## src/rtl/rtc_pkg.sv

```systemverilog
package rtc_pkg;

    typedef enum logic [1:0] {
        DIV_FREEZE = 2'd0,
        DIV_RUN    = 2'd1,
        DIV_CLEAR  = 2'd2
    } div_mode_e;

    // Map the three-bit divider-control code onto a chain mode.
    function automatic div_mode_e decode_div(input logic [2:0] code);
        div_mode_e m;
        if (code[2:1] == 2'b11) begin
            m = DIV_CLEAR;
        end else if (code[2:1] == 2'b01 || code == 3'b100) begin
            m = DIV_RUN;
        end else begin
            m = DIV_FREEZE;
        end
        return m;
    endfunction

endpackage

```

## src/rtl/rtc_ctl_reg.sv

```systemverilog
module rtc_ctl_reg
    import rtc_pkg::*;
#(
    parameter int CTL_W  = 8,
    parameter int SEL_W  = 4,
    parameter logic [CTL_W-1:0] RST_VAL = 8'h60
) (
    input  logic             clk,
    input  logic             rst_n,
    input  logic             we,
    input  logic [CTL_W-1:0] wdata,
    output div_mode_e        mode,
    output logic [SEL_W-1:0] rate_sel
);
    localparam int DV_LO = SEL_W;

    typedef struct packed {
        logic [2:0]       dv;
        logic [SEL_W-1:0] sel;
    } ctl_t;

    ctl_t st_d, st_q;

    always_comb begin
        st_d = st_q;
        if (we) begin
            st_d.dv  = wdata[DV_LO +: 3];
            st_d.sel = wdata[SEL_W-1:0];
        end
    end

    always_ff @(posedge clk or negedge rst_n) begin
        if (!rst_n) begin
            st_q.dv  <= RST_VAL[DV_LO +: 3];
            st_q.sel <= RST_VAL[SEL_W-1:0];
        end else begin
            st_q <= st_d;
        end
    end

    assign mode     = decode_div(st_q.dv);
    assign rate_sel = st_q.sel;

    // a write lands in the held fields on the next edge
    a_r2_write_loads: assert property (@(posedge clk) disable iff (!rst_n)
        we |=> rate_sel == $past(wdata[SEL_W-1:0]));

endmodule

```

## src/rtl/rtc_div_chain.sv

```systemverilog
module rtc_div_chain
    import rtc_pkg::*;
#(
    parameter int STAGES = 15
) (
    input  logic              clk,
    input  logic              rst_n,
    input  div_mode_e         mode,
    output logic [STAGES-1:0] rise,
    output logic              upd
);
    localparam logic [STAGES-1:0] ONE    = STAGES'(1);
    localparam logic [STAGES-1:0] TOPBIT = ONE << (STAGES - 1);

    typedef struct packed {
        logic [STAGES-1:0] cnt;
        logic              upd;
    } chain_t;

    chain_t st_d, st_q;
    logic [STAGES-1:0] inc;

    assign inc = st_q.cnt + ONE;

    // Rising edge of each divide-by-two stage on the coming edge
    for (genvar k = 0; k < STAGES; k++) begin : g_rise
        assign rise[k] = (mode == DIV_RUN) && !st_q.cnt[k] && inc[k];
    end

    always_comb begin
        st_d = st_q;
        st_d.upd = rise[STAGES-1];
        unique case (mode)
            DIV_RUN:   st_d.cnt = inc;
            DIV_CLEAR: st_d.cnt = '0;
            default:   st_d.cnt = st_q.cnt;
        endcase
    end

    always_ff @(posedge clk or negedge rst_n) begin
        if (!rst_n) begin
            st_q <= '0;
        end else begin
            st_q <= st_d;
        end
    end

    assign upd = st_q.upd;

    // clear mode leaves every stage at zero and no strobe
    a_r3_clear_zero: assert property (@(posedge clk) disable iff (!rst_n)
        mode == DIV_CLEAR |=> st_q.cnt == '0 && !upd);
    // freeze mode keeps the chain value
    a_r4_freeze_hold: assert property (@(posedge clk) disable iff (!rst_n)
        mode == DIV_FREEZE |=> $stable(st_q.cnt));
    // strobe only at the top-stage transition, single cycle
    a_r5_upd_position: assert property (@(posedge clk) disable iff (!rst_n)
        upd |-> st_q.cnt == TOPBIT);
    a_r5_upd_single: assert property (@(posedge clk) disable iff (!rst_n)
        upd |=> !upd);

endmodule

```

## src/rtl/rtc_tap_flag.sv

```systemverilog
module rtc_tap_flag #(
    parameter int STAGES = 15,
    parameter int SEL_W  = 4
) (
    input  logic              clk,
    input  logic              rst_n,
    input  logic [STAGES-1:0] rise,
    input  logic [SEL_W-1:0]  rate_sel,
    input  logic              clr,
    output logic              flag
);
    // Selects 1 and 2 reuse the 256 Hz and 128 Hz stages
    localparam int SLOW_TAP1 = STAGES - 9;
    localparam int SLOW_TAP2 = STAGES - 8;

    typedef struct packed {
        logic flag;
    } flag_t;

    flag_t st_d, st_q;
    int    tap;
    logic  set;

    always_comb begin
        if (rate_sel == SEL_W'(1)) begin
            tap = SLOW_TAP1;
        end else if (rate_sel == SEL_W'(2)) begin
            tap = SLOW_TAP2;
        end else begin
            tap = int'(rate_sel) - 2;
        end
    end

    always_comb begin
        set = 1'b0;
        if (rate_sel != '0) begin
            for (int k = 0; k < STAGES; k++) begin
                if (tap == k) begin
                    set = rise[k];
                end
            end
        end
    end

    always_comb begin
        st_d = st_q;
        if (set) begin
            st_d.flag = 1'b1;
        end else if (clr) begin
            st_d.flag = 1'b0;
        end
    end

    always_ff @(posedge clk or negedge rst_n) begin
        if (!rst_n) begin
            st_q <= '0;
        end else begin
            st_q <= st_d;
        end
    end

    assign flag = st_q.flag;

    // set beats a simultaneous clear; a lone clear drops the flag
    a_r8_set_wins: assert property (@(posedge clk) disable iff (!rst_n)
        (set && clr) |=> flag);
    a_r8_clear: assert property (@(posedge clk) disable iff (!rst_n)
        (!set && clr) |=> !flag);
    // sticky without a clear
    a_r8_sticky: assert property (@(posedge clk) disable iff (!rst_n)
        (flag && !clr) |=> flag);
    // rate zero never raises the flag
    a_r10_rate_off: assert property (@(posedge clk) disable iff (!rst_n)
        (rate_sel == '0 && !flag) |=> !flag);

endmodule

```

## src/rtl/rtc_prescaler.sv

```systemverilog
module rtc_prescaler
    import rtc_pkg::*;
#(
    parameter int STAGES = 15,
    parameter int SEL_W  = 4,
    parameter int CTL_W  = 8
) (
    input  logic             clk,
    input  logic             rst_n,
    input  logic             ctl_we,
    input  logic [CTL_W-1:0] ctl_wdata,
    input  logic             flag_clr,
    output logic             update_pulse,
    output logic             periodic_flag
);
    div_mode_e         mode;
    logic [SEL_W-1:0]  rate_sel;
    logic [STAGES-1:0] rise;

    rtc_ctl_reg #(.CTL_W(CTL_W), .SEL_W(SEL_W)) u_ctl (
        .clk      (clk),
        .rst_n    (rst_n),
        .we       (ctl_we),
        .wdata    (ctl_wdata),
        .mode     (mode),
        .rate_sel (rate_sel)
    );

    rtc_div_chain #(.STAGES(STAGES)) u_chain (
        .clk   (clk),
        .rst_n (rst_n),
        .mode  (mode),
        .rise  (rise),
        .upd   (update_pulse)
    );

    rtc_tap_flag #(.STAGES(STAGES), .SEL_W(SEL_W)) u_flag (
        .clk      (clk),
        .rst_n    (rst_n),
        .rise     (rise),
        .rate_sel (rate_sel),
        .clr      (flag_clr),
        .flag     (periodic_flag)
    );

    // outputs quiet in the first cycle after reset release
    a_r1_quiet_after_reset: assert property (@(posedge clk)
        $rose(rst_n) |-> !update_pulse && !periodic_flag);

endmodule

```

## config.mk

```make
export PLATFORM = sky130hd
export DESIGN_NAME = rtc_prescaler
export DESIGN_NICKNAME = d
export VERILOG_FILES = /design/src/rtl/rtc_pkg.sv /design/src/rtl/rtc_ctl_reg.sv /design/src/rtl/rtc_div_chain.sv /design/src/rtl/rtc_tap_flag.sv /design/src/rtl/rtc_prescaler.sv
export SDC_FILE = /design/constraint.sdc
export NUM_CORES = 1
export LEC_CHECK = 0
export BUFFER_PORTS_ARGS = -buffer_cell sky130_fd_sc_hd__buf_2
export CORE_ASPECT_RATIO = 0.5
export CORE_MARGIN = 2
export CORE_UTILIZATION = 64
export CTS_CLUSTER_SIZE = 28
export DETAILED_ROUTE_END_ITERATION = 10
export PLACE_DENSITY_LB_ADDON = 0.1
export SYNTH_ARGS = -nofsm -noshare
export SYNTH_HDL_FRONTEND = slang
export SYNTH_SLANG_ARGS = --single-unit
export TNS_END_PERCENT = 10
```

## constraint.sdc

```tcl
create_clock -name clk -period 3.5 [get_ports clk]
set_input_delay 0.35 -clock clk [delete_from_list [all_inputs] [get_ports clk]]
set_output_delay 0.35 -clock clk [all_outputs]
set_load 0.005 [all_outputs]
```

==> results.md <==
* PostCTS Resize Cnt at 0
* WP data arrival at 2790 ps
* Post-Route WL at 3680 um
* Avg Inst Size Synth at 8.59 um2
* Synth Warn # at 0
* Bufs on Longest Clock Path at 2
* Die height at 40.1 um
* Share of synthesized registers carrying an async set or reset at 100%
* Reg2Reg Depth at 8
* DRT iter0 DRCs at 136
* Worst-Skew Late Latency at 270 ps
* Worst vdd ir at 0.000326 V
* Worst Path Required at 3700 ps
* First-pass GRT wire length at 5940 um
* Inserted Diodes at 0
* Setup Skew at 2.60 ps
* R2R Setup Slk at 910 ps
* TritonCTS clock tree: done
* Core area at 2540 um2
* Worst-path cell chain: inv_1 > ha_1 > nor3b_1 > o211ai_1 > a2111oi_4 > a211oi_1 > a211o_1 > a21oi_2
* FILL cells at 214
* Share of the synthesized area in the top cell type at 33.0%
* Initial Util at 65.7%
* Pin count of the biggest net entering global routing at 25
* Post-DP Area at 1720 um2
* P&R area growth vs syn at 6.76%
* Hold Fails Final Rpt at 0
* Min Tclk post-route at 2590 ps
* Largest cells by area after synthesis: dfrtp_1 (33%), o21ai_0 (5.1%), nand2_1 (5.0%), dfstp_2 (3.2%), a31oi_1 (3.0%)
* Commonest cells in the netlist: dfrtp_1 (22), nand2_1 (22), o21ai_0 (17)
* Worst R2R End: u_flag.flag
* Remaining Overflow, GRT at 0
* Number of synthesized register bits at 24
* DP HPWL at 2740 um
* Worst slew pin tran at 667 ps
* CTS root buffer: clkbuf_8
* Die area at 3050 um2
* Final core occ at 70.1%
* Antenna Nets Post-Route at 0
* Num CTS Buffers at 3
* Top Ports at 14
* Number of synthesized flops with an enable pin at 0
* Design area at 1780 um2
* Total design power at 752 uW
* CP max stage cell: dfrtp_1
* CTS clk-pin slew, worst paths at 80 ps
* GRT Overall Usage at 25.3%
* # nets final at 217
* Startpoint type of the worst setup path: flip-flop
* Number of port buffers at 12
* Max incr delay on CP at 600 ps
* Vias at 1,526
* WL per Instance at 15.4 um
* Seq/Total Area, Yosys at 36.2%
* Endpoint class of the critical path: flip-flop
* Mapped Nets at 208
* Row Count at 13
* Worst-path maximum fanout at 14
* Setup TNS at 0 ps
* Worst Hold Class: input pin to asynchronous set/reset pin
* Leakage at 0.732 nW
* Syn Std Cell Area at 1670 um2
* Synth area leader: dfrtp_1
* H-tree levels at 1
* Sink Count at 24
* GP Congestion at 0.868
* Final setup viols at 0
* Synthesized instance count at 194
* Count of different cell masters after synthesis at 50
* Share of cells above drive strength 1 at 15.3%
* Period Utilization, post-route at 74.0%
* Initial antenna violation count at 0
* Relative slew slack at 55.4%
* DR pass1 iterations at 6
* Critical R2R Launch: u_ctl.rate_sel[1]
* Worst setup path start: u_ctl.rate_sel[1]
* Via count of the first global-routing pass at 1,267
* Number of vias per cell at 6.38
* Hold_buf cts at 0
* RSZ-0062 raised after global routing: no
* Status: finished clean
* Maxcap violations at 0
* Ys flop type: dfrtp_1
* Power Density at 423 nW/um2
* Final Max Tran Viols at 0
* Max frequency at 386 MHz
* Critical path class: flip-flop to flip-flop
* Setup Fix Bufs, Post-CTS at 0
* DRC at 0
* Die width at 76.2 um
-- critical path, delay by kind of cell (launching register included) --
kind,cells,cell delay [ps]
flip-flops,1,600
adder cells (fa/ha/maj),1,300
AND/OR/NAND/NOR,1,290
AO/OA/AOI/OAI,5,1190
buffers and inverters,1,150
-- sequential cells by signal, summed over array words and instances (netlist names) --
signal	flops
u_chain.upd	1
u_chain.st_q	15
u_ctl.st_q	3
u_flag.flag	1
u_ctl.rate_sel	4
-- kinds of logic (layout without fill, tap and decap cells) --
group                    after synthesis  count (layout)  share of synthesized area, %
multiplexers                           4               4                          2.70
XOR/XNOR                               3               3                          1.58
flip-flops                            24              24                          36.2
AND/OR/NAND/NOR                       69              69                          21.6
adder cells (fa/ha/maj)                2               2                          1.50
buffers and inverters                 17              25                          4.95
AO/OA/AOI/OAI                         75              75                          31.5
-- cell type report --
cell class | count | area (um2) | area share [%]
Multi-Input combinational cell | 153 | 981 | 55.1
Sequential cell | 24 | 603 | 33.9
Timing Repair Buffer | 12 | 60.1 | 3.38
Clock buffer | 4 | 55.1 | 3.09
Tap cell | 37 | 46.3 | 2.60
Inverter | 9 | 33.8 | 1.90
-- report_power, final --
group | internal (mW) | switching [mW] | total [mW]
registers | 0.309 | 0.0539 | 0.363
clock network | 0.101 | 0.0898 | 0.190
logic | 0.0830 | 0.116 | 0.199
total | 0.493 | 0.260 | 0.752
-- how the worst max path moves through the flow --
stage                        to  slack [ps]  cells after the start
detailed placement  u_flag.flag         950                      8
global route        u_flag.flag         770                      8
CTS                 u_flag.flag         910                      8
global placement    u_flag.flag        1030                      8
finish              u_flag.flag         910                      8
floorplan           u_flag.flag        1290                      9
-- stage by stage --
step / hold WS (ps) / setup WS (ps) / std cells
detailed placement: 365 / 955 / 235
CTS: 74.2 / 913 / 239
global placement: 353 / 1030 / 235
floorplan: 54.4 / 1290 / 194
finish: 50.2 / 910 / 239
global route: 92.2 / 765 / 239
-- routing by layer --
metal | up-vias | GRT usage, % | part of all wire, %
met5 | - | 0 | 0
met4 | 0 | 3.18 | 0
met3 | 0 | 6.53 | 7.2
met1 | 733 | 34.8 | 48
li1 | 746 | - | -
met2 | 47 | 42.9 | 45
-- placed cells by master, fill, tap and decap left out, types with 2 or more instances in the layout --
master / count
a211oi_1: 4
a21o_1: 5
a21oi_1: 9
a21oi_2: 2
a31oi_1: 8
and3_1: 3
and4_1: 2
buf_2: 12
clkbuf_8: 4
dfrtp_1: 22
dfstp_2: 2
ha_1: 2
inv_1: 9
mux2_2: 3
nand2_1: 22
nand2b_1: 4
nand3_1: 3
nand4_1: 6
nor2_1: 12
nor3_1: 6
nor3b_1: 2
o211a_1: 2
o211ai_1: 3
o21ai_0: 17
o21ai_1: 9
o31ai_1: 5
xnor2_1: 2
Power figures use the tool's default switching activity.
